<file path="src/rtl/dbf_pkg.sv">
package dbf_pkg;
  // bytes per instruction word and the matching shift
  localparam int unsigned WORD_BYTES = 4;
  localparam int unsigned WORD_SHIFT = 2;

  // per-stage tracking bits for the instruction held in decode
  typedef struct packed {
    logic live;   // decode holds a real fetched instruction
    logic annul;  // that instruction is an annulled delay slot
    logic slot;   // that instruction is the delay slot of a branch
  } dec_track_t;
endpackage

</file>
<file path="src/rtl/dbf_target_adder.sv">
module dbf_target_adder #(
  parameter int unsigned ADDR_W = 32,
  parameter int unsigned OFF_W  = 16
) (
  input  logic [ADDR_W-1:0] base_pc,
  input  logic [OFF_W-1:0]  word_off,
  output logic [ADDR_W-1:0] target_pc
);
  import dbf_pkg::*;

  localparam int unsigned EXT_W = ADDR_W - OFF_W - WORD_SHIFT;

  logic [ADDR_W-1:0] byte_off;

  always_comb begin
    byte_off  = {{EXT_W{word_off[OFF_W-1]}}, word_off, {WORD_SHIFT{1'b0}}};
    target_pc = base_pc + byte_off;
  end
endmodule

</file>
<file path="src/rtl/dbf_slot_tracker.sv">
module dbf_slot_tracker (
  input  logic clk,
  input  logic reset_n,
  input  logic stall,
  input  logic br_is,
  input  logic br_taken,
  input  logic br_keep,
  output logic redirect,
  output logic ex_squash,
  output logic slot_hazard
);
  import dbf_pkg::*;

  dec_track_t trk_q, trk_n;
  logic       squash_q, squash_n;
  logic       hazard_q, hazard_n;
  logic       effective;

  // next-state logic
  always_comb begin
    effective       = trk_q.live & br_is & ~trk_q.annul;
    redirect        = effective & br_taken;
    trk_n.live      = 1'b1;
    trk_n.annul     = redirect & ~br_keep;
    trk_n.slot      = effective;
    squash_n        = trk_q.annul;
    hazard_n        = effective & trk_q.slot;
  end

  // state registers with explicit enable
  always_ff @(posedge clk or negedge reset_n) begin
    if (!reset_n) begin
      trk_q    <= '0;
      squash_q <= 1'b0;
      hazard_q <= 1'b0;
    end else if (!stall) begin
      trk_q    <= trk_n;
      squash_q <= squash_n;
      hazard_q <= hazard_n;
    end
  end

  assign ex_squash   = squash_q;
  assign slot_hazard = hazard_q;


  annul_no_redirect_chk: assert property (@(posedge clk) disable iff (!reset_n)
    trk_q.annul |-> !redirect);


  squash_spacing_chk: assert property (@(posedge clk) disable iff (!reset_n)
    (!stall && ex_squash) |=> !ex_squash);
endmodule

</file>
<file path="src/rtl/dbf_pc_reg.sv">
module dbf_pc_reg #(
  parameter int unsigned       ADDR_W    = 32,
  parameter logic [ADDR_W-1:0] RESET_VEC = 32'h0000_1000
) (
  input  logic              clk,
  input  logic              reset_n,
  input  logic              stall,
  input  logic              redirect,
  input  logic [ADDR_W-1:0] target_pc,
  output logic [ADDR_W-1:0] fetch_pc,
  output logic [ADDR_W-1:0] dec_pc
);
  import dbf_pkg::*;

  localparam logic [ADDR_W-1:0] STEP = ADDR_W'(WORD_BYTES);

  logic [ADDR_W-1:0] fpc_q, fpc_n;
  logic [ADDR_W-1:0] dpc_q, dpc_n;

  always_comb begin
    fpc_n = redirect ? target_pc : (fpc_q + STEP);
    dpc_n = fpc_q;
  end

  always_ff @(posedge clk or negedge reset_n) begin
    if (!reset_n) begin
      fpc_q <= RESET_VEC;
      dpc_q <= '0;
    end else if (!stall) begin
      fpc_q <= fpc_n;
      dpc_q <= dpc_n;
    end
  end

  assign fetch_pc = fpc_q;
  assign dec_pc   = dpc_q;


  stall_hold_chk: assert property (@(posedge clk) disable iff (!reset_n)
    stall |=> $stable(fetch_pc));


  seq_step_chk: assert property (@(posedge clk) disable iff (!reset_n)
    (!stall && !redirect) |=> fetch_pc == $past(fetch_pc) + STEP);
endmodule

</file>
<file path="src/rtl/dbranch_fetch_seq.sv">
module dbranch_fetch_seq #(
  parameter int unsigned       ADDR_W    = 32,
  parameter int unsigned       OFF_W     = 16,
  parameter logic [ADDR_W-1:0] RESET_VEC = 32'h0000_1000
) (
  input  logic              clk,
  input  logic              reset_n,
  input  logic              stall,
  input  logic              dec_is_branch,
  input  logic              dec_taken,
  input  logic              dec_keep_slot,
  input  logic [OFF_W-1:0]  dec_offset,
  output logic [ADDR_W-1:0] fetch_pc,
  output logic              ex_squash,
  output logic              slot_hazard
);
  import dbf_pkg::*;

  logic              redirect;
  logic [ADDR_W-1:0] dec_pc;
  logic [ADDR_W-1:0] target_pc;

  dbf_target_adder #(.ADDR_W(ADDR_W), .OFF_W(OFF_W)) u_adder (
    .base_pc  (dec_pc),
    .word_off (dec_offset),
    .target_pc(target_pc)
  );

  dbf_slot_tracker u_track (
    .clk        (clk),
    .reset_n    (reset_n),
    .stall      (stall),
    .br_is      (dec_is_branch),
    .br_taken   (dec_taken),
    .br_keep    (dec_keep_slot),
    .redirect   (redirect),
    .ex_squash  (ex_squash),
    .slot_hazard(slot_hazard)
  );

  dbf_pc_reg #(.ADDR_W(ADDR_W), .RESET_VEC(RESET_VEC)) u_pc (
    .clk      (clk),
    .reset_n  (reset_n),
    .stall    (stall),
    .redirect (redirect),
    .target_pc(target_pc),
    .fetch_pc (fetch_pc),
    .dec_pc   (dec_pc)
  );


  target_align_chk: assert property (@(posedge clk) disable iff (!reset_n)
    (!stall && redirect) |=> fetch_pc[WORD_SHIFT-1:0] == RESET_VEC[WORD_SHIFT-1:0]);
endmodule

</file>
<file path="config.mk">
export PLATFORM = sky130hd
export DESIGN_NAME = dbranch_fetch_seq
export DESIGN_NICKNAME = d
export VERILOG_FILES = /design/src/rtl/dbf_pkg.sv /design/src/rtl/dbf_target_adder.sv /design/src/rtl/dbf_slot_tracker.sv /design/src/rtl/dbf_pc_reg.sv /design/src/rtl/dbranch_fetch_seq.sv
export SDC_FILE = /design/constraint.sdc
export NUM_CORES = 1
export LEC_CHECK = 0
export BUFFER_PORTS_ARGS = -buffer_cell sky130_fd_sc_hd__buf_2
export CELL_PAD_IN_SITES_DETAIL_PLACEMENT = 0
export CELL_PAD_IN_SITES_GLOBAL_PLACEMENT = 1
export CORE_AREA = 5 5 116 96
export CTS_CLUSTER_SIZE = 10
export DETAILED_ROUTE_END_ITERATION = 7
export DIE_AREA = 0 0 121 101
export GPL_TIMING_DRIVEN = 0
export PLACE_DENSITY = 0.91
export REMOVE_ABC_BUFFERS = 1
export SLEW_MARGIN = 30
export SYNTH_ARGS = -nofsm -noshare
export SYNTH_HDL_FRONTEND = slang
export SYNTH_SLANG_ARGS = --single-unit
</file>
<file path="constraint.sdc">
create_clock -name clk -period 4.2 [get_ports clk]
set_input_delay 0.21 -clock clk [delete_from_list [all_inputs] [get_ports clk]]
set_output_delay 0.21 -clock clk [all_outputs]
set_load 0.01 [all_outputs]
</file>
==> results of run 1 <==
-- logic make-up after synthesis --
logic type               synth area share, %
adder cells (fa/ha/maj)                8.467
multiplexers                           8.896
XOR/XNOR                               4.502
AO/OA/AOI/OAI                          23.29
buffers and inverters                  2.304
flip-flops                             37.00
AND/OR/NAND/NOR                        15.54
-- how the worst max path moves through the flow --
stage	end	cells after the start	slack (ns)	start
final	u_pc.fetch_pc[30]	12	1.17	u_pc.dec_pc[2]
after global routing	u_pc.fetch_pc[30]	12	1.08	u_pc.dec_pc[2]
after CTS	u_pc.fetch_pc[30]	12	1.20	u_pc.dec_pc[2]
after detailed placement	u_pc.fetch_pc[30]	12	1.22	u_pc.dec_pc[2]
after global placement	u_pc.fetch_pc[24]	12	1.24	u_pc.dec_pc[2]
after floorplan	u_pc.fetch_pc[30]	12	1.49	u_pc.dec_pc[2]
-- worst reg2reg max path: stages, from the launching register on --
cell	delay [ns]
dfrtp_1	0.38
ha_1	0.22
fa_1	0.44
a211oi_2	0.25
o21a_2	0.21
a21oi_2	0.12
o31ai_4	0.26
a21oi_2	0.11
a31oi_2	0.24
nor2b_1	0.08
o21a_1	0.20
mux2_4	0.30
a21oi_2	0.14
-- cell type report --
| type | count | area (µm²) |
|---|---|---|
| Multi-Input combinational cell | 408 | 2838 |
| Inverter | 5 | 18.77 |
| Tap cell | 140 | 175.2 |
| Clock inverter | 6 | 158.9 |
| Fill cell | 885 | 4453 |
| Timing Repair Buffer | 59 | 350.3 |
| Clock buffer | 10 | 229.0 |
| Sequential cell | 69 | 1728 |
-- Yosys cell counts, types with 4 or more instances --
master,number
dfrtp_1,68
a21oi_1,61
nor2_1,44
nand2_1,33
mux2_2,32
ha_1,30
o21ai_0,30
nand3_1,21
clkbuf_1,15
xor2_1,15
a21o_1,12
nor3_1,11
o22a_1,10
xnor2_1,9
a31oi_1,8
and3_1,7
nand2b_1,7
buf_1,6
a21oi_2,5
inv_1,5
a32oi_1,4
mux2i_1,4
o21ai_1,4
o22ai_1,4
-- where the power goes --
part           switching [mW]  internal, mW
sequential              0.285         0.942
combinational            1.02         0.841
clock                   0.288         0.702
-- stage by stage --
step	hold WS [ns]	worst slack, ns	instances	area (µm²)
global route	0.06125	1.080	697	5498
global placement	0.4051	1.239	677	5031
floorplan	-0.08559	1.487	482	4581
finish	0.05833	1.173	697	5498
CTS	0.05010	1.196	697	5498
detailed placement	0.1971	1.223	680	5100
-- flip-flops by register name, summed over array words and instances, names as in the netlist --
name / count
u_pc.fetch_pc: 32
u_track.trk_q: 2
u_track.slot_hazard: 1
u_track.ex_squash: 1
u_pc.dec_pc: 32
u_track.squash_n: 1
-- routing by layer --
layer / vias to the layer above / wire, µm / global-route usage (%) / part of all wire [%]
li1: 1968 / - / - / -
met1: 1978 / 5535 / 26.86 / 49
met2: 108 / 5134 / 29.08 / 45
met3: 12 / 553 / 3.704 / 4.9
met4: 0 / 104 / 4.965 / 0.92
met5: - / 0 / 0 / 0
==> reports/metrics.yaml, run 1 <==
finish:
  most-common-layout-cells: "dfrtp_1 (68), a21oi_1 (61), buf_2 (53)"
  diodes: 0
  fin_nets: 605
  final_common_cell: "dfrtp_1"
  drive_above_1_share_pct: 23.52
  final_core_util_pct: 55.25
  area.growth.synth_to_final_pct: 17.74
placement:
  hpwlAfterDp_um: 8009
  io_buffers: 55
  gp_congestion: 0.8761
pwr:
  peakVddDrop_v: 0.0002186
  finalPower_mw: 4.073
  leakagePower_nw: 2.355
  powerDensity_nw_per_um2: 740.9
drt:
  wl_per_cell_um: 16.25
  num_vias: 4066
  drt-total-wl_um: 11330
  drc: 0
  ant_nets: 0
  first_pass_iters: 5
  via_per_inst: 5.834
  drt_first_iter_violations: 239
global_route:
  grt_max_degree: 62
  gr-total-overflow: 0
  grt_pass1_vias: 3845
  antenna_found_initial: 0
  grt_pass1_wl_um: 18600
  track_usage_pct: 18.75
sta:
  finalMaxSlewViolations: 0
  tns_ns: 0
  finalHoldViolations: 0
  period_share_pct: 72.06
  rsz0062_at_grt: "no"
  fin_worst_skew_ns: 0.009915
  relSlewSlack_pct: 44.85
  tightestPinTransition_ns: 0.8243
  setup_violations: 0
  fin_crit_ns: 3.027
  clock.fmax_ghz: 0.3304
synthesis:
  synth_top_area_share_pct: 36.44
  synth_warnings: 0
  synth_flop_cell: "dfrtp_1"
  netlist_area_um2: 4669
  synth_largest_area_cell: "dfrtp_1"
  syn_area_per_cell_um2: 9.246
  synth_cell_types: 65
  ys_seq_elements: 69
  yosysSeqAreaShare_pct: 37.00
  synth_edf_count: 0
  synthCells: 505
  synthArstFlopShare_pct: 100.0
  ys_top_cells_by_area: "dfrtp_1 (36%), ha_1 (8.0%), mux2_2 (7.7%), a21oi_1 (6.5%), nor2_1 (3.5%)"
critical_path:
  endpoint_kind: "flop"
  reg2regPathDepth: 12
  max_stage_delay_ns: 0.44
  critPathSlowestCell: "fa_1"
  worstPathCellList: "ha_1, fa_1, a211oi_2, o21a_2, a21oi_2, o31ai_4, a21oi_2, a31oi_2, nor2b_1, o21a_1, mux2_4, a21oi_2"
  critPathKind: "flop to flop"
  rr_startpoint: "u_pc.dec_pc[2]"
  cp.arrival_ns: 3.28
  critical_path_peak_fanout: 4
  crit_buf_inv: 0
  worstReg2RegEnd: "u_pc.fetch_pc[30]"
  crit_required_ns: 4.45
  crit_family: "compound AO/OA/AOI/OAI gates"
  r2r_slack_ns: 1.17
  timing.critical_path.mode_cell: "a21oi_2"
  startpoint_type: "flop"
die:
  pin_count: 56
  core_area_um2: 9951
  initial_core_util_pct: 46.93
  die-height_um: 101
  die_w_um: 121
  rows: 33
  die-area_um2: 12220
clock_network:
  clockBufferDepth: 2
  cts.clk_slew.worst_paths_ns: 0.06
  ctsRootBufferMaster: "clkbuf_16"
  clkSinkCount: 69
  post-cts-setup-buffers: 0
  cts_buffers: 9
  htreeDepth: 3
  cts.hold.buffers_added: 1
  cts_tree: "yes"
  clk_latency_ns: 0.33
  ctsResizeCount: 0
min_path:
  hold_depth: 2
  worstHoldStart: "dec_keep_slot"
  hp-class: "primary input to flop"
  hold_end: "u_track.squash_n"
flow_run:
  maxCapViolations: 0
status:
  outcome: "finished clean"
No activity file was read; power rests on OpenSTA's default activity.
==> run 2: changes to the inputs <==
--- a/config.mk
+++ b/config.mk
@@ -8,12 +8,12 @@
 export BUFFER_PORTS_ARGS = -buffer_cell sky130_fd_sc_hd__buf_2
 export CELL_PAD_IN_SITES_DETAIL_PLACEMENT = 0
 export CELL_PAD_IN_SITES_GLOBAL_PLACEMENT = 1
-export CORE_AREA = 5 5 116 96
+export CORE_AREA = 5 5 120 100
 export CTS_CLUSTER_SIZE = 10
 export DETAILED_ROUTE_END_ITERATION = 7
-export DIE_AREA = 0 0 121 101
+export DIE_AREA = 0 0 125 105
 export GPL_TIMING_DRIVEN = 0
-export PLACE_DENSITY = 0.91
+export PLACE_DENSITY = 0.86
 export REMOVE_ABC_BUFFERS = 1
 export SLEW_MARGIN = 30
 export SYNTH_ARGS = -nofsm -noshare
==> constraint.sdc (replaced) <==
create_clock -name clk -period 3 [get_ports clk]
set_input_delay 0.15 -clock clk [delete_from_list [all_inputs] [get_ports clk]]
set_output_delay 0.15 -clock clk [all_outputs]
set_load 0.01 [all_outputs]
==> reports/metrics.yaml, run 2 (synthesis results as in run 1) <==
sta:
  tightestPinTransition_ns: 0.8592
  tns_ns: 0
  setup_violations: 0
  period_share_pct: 95.89
  fin_crit_ns: 2.877
  finalHoldViolations: 0
  rsz0062_at_grt: "no"
  relSlewSlack_pct: 42.51
  finalMaxSlewViolations: 0
  setup_ws_ns: 0.1234
  fin_worst_skew_ns: 0.008678
  clock.fmax_ghz: 0.3476
critical_path:
  critPathSlowestCell: "fa_2"
  cp.arrival_ns: 3.13
  reg2regPathDepth: 12
  crit_family: "compound AO/OA/AOI/OAI gates"
  crit_buf_inv: 0
  timing.critical_path.mode_cell: "a21oi_2"
  worstPathCellList: "ha_2, fa_2, a211oi_2, o21a_2, a21oi_2, o31ai_4, a21oi_2, a31oi_2, nor2b_1, o21a_1, mux2_4, a21oi_2"
  r2r_slack_ns: 0.12
  critPathKind: "flop to flop"
  max_stage_delay_ns: 0.42
  startpoint_type: "flop"
  crit_required_ns: 3.25
  rr_startpoint: "u_pc.dec_pc[2]"
  critical_path_peak_fanout: 4
  endpoint_kind: "flop"
  worstReg2RegEnd: "u_pc.fetch_pc[30]"
finish:
  drive_above_1_share_pct: 24.29
  diodes: 0
  most-common-layout-cells: "dfrtp_1 (68), a21oi_1 (61), buf_2 (53)"
  fillers: 993
  stdcell_count: 704
  fin_nets: 609
  area.growth.synth_to_final_pct: 16.80
  final_common_cell: "dfrtp_1"
global_route:
  antenna_found_initial: 0
  busiest_layer: "met2"
  grt_max_degree: 67
  use_met1_pct: 24.66
  gr-total-overflow: 0
  grt_pass1_wl_um: 18710
  use_met3_pct: 3.009
  use_met2_pct: 26.17
  grt_pass1_vias: 3777
  track_usage_pct: 17.02
die:
  die_w_um: 125
  initial_core_util_pct: 44.08
  core_area_um2: 10590
  die-height_um: 105
  die-area_um2: 13130
  rows: 34
  pin_count: 56
placement:
  io_buffers: 55
  gp_congestion: 0.8782
  hpwlAfterDp_um: 7998
  dp.cells: 684
  pre_cts_ws_ns: 0.01252
clock_network:
  cts.clk_slew.worst_paths_ns: 0.06
  clkSinkCount: 69
  htreeDepth: 3
  cts_buffers: 9
  ctsRootBufferMaster: "clkbuf_16"
  clk_latency_ns: 0.33
  clockBufferDepth: 2
  cts_tree: "yes"
drt:
  wl_per_cell_um: 16.25
  ant_nets: 0
  num_vias: 4013
  drc: 0
  drt-total-wl_um: 11440
  first_pass_iters: 5
  drt_first_iter_violations: 358
  via_per_inst: 5.700
min_path:
  hold_depth: 2
  hp-class: "primary input to flop"
  hold_end: "u_track.squash_n"
  worstHoldStart: "dec_keep_slot"
pwr:
  leakagePower_nw: 2.331
  peakVddDrop_v: 0.0002975
  powerDensity_nw_per_um2: 987.4
flow_run:
  maxCapViolations: 0
status:
  outcome: "finished clean"
run 2: cell count changes in the layout (fill, tap and decap cells not counted), moves of 3 or more:
cell,change
buf_16,+3
buf_4,+4
buf_12,-3
clkinv_2,+3
bufinv_16,-4
run 2: what timing repair did:
action,in CTS,in global routing
buffers inserted,0,4
pin swaps,0,4
hold buffers,1,0
setup endpoints to repair,1,2
gates resized for setup,1,1
endpoints found under the hold margin,20,0
run 2: worst max-delay path by stage:
| stage | start | end | slack, ns | depth (start not counted) |
|---|---|---|---|---|
| final | u_pc.dec_pc[2] | u_pc.fetch_pc[30] | 0.12 | 12 |
| after global routing | u_pc.dec_pc[2] | u_pc.fetch_pc[30] | 0.01 | 12 |
| after CTS | u_pc.dec_pc[2] | u_pc.fetch_pc[30] | 0.07 | 12 |
| after detailed placement | u_pc.dec_pc[2] | u_pc.fetch_pc[30] | 0.01 | 12 |
| after global placement | u_pc.dec_pc[2] | u_pc.fetch_pc[24] | 0.02 | 12 |
| after floorplan | u_pc.dec_pc[2] | u_pc.fetch_pc[30] | 0.29 | 12 |
run 2: layout make-up:
class                   instances  area (µm²)  share of cell area [%]
repair buffers                 63       402.9                   7.387
inverters                       5       18.77                  0.3441
flip-flops and latches         69        1728                   31.68
clock buffers                  10       229.0                   4.198
clock inverters                 5       52.55                  0.9635
multi-input cells             408        2843                   52.12
well taps                     144       180.2                   3.304
run 2: per-layer routing:
layer	wire length, µm	part of all wire (%)
met3	556	4.9
met5	0	0
met1	5713	50
met4	132	1.2
met2	5037	44
run 2: power breakdown:
part           switching [mW]  internal (mW)  total (mW)
Combinational            1.43           1.22        2.64
Sequential              0.389           1.32        1.71
Clock                   0.401          0.635        1.04
Total                    2.22           3.17        5.39
run 2: metrics by stage:
| step | hold slack (ns) | cell area (µm²) | utilization (%) | power [mW] |
|---|---|---|---|---|
| after global routing | 0.01300 | 5454 | 51.49 | 5.789 |
| after CTS | 0.006216 | 5421 | 51.18 | 5.364 |
| after floorplan | -0.1456 | 4581 | - | 3.557 |
| final | 0.009256 | 5454 | 51.49 | 5.385 |
| after detailed placement | 0.07398 | 5127 | 48.41 | 4.290 |
| after global placement | 0.3437 | 5036 | 47.54 | 4.201 |
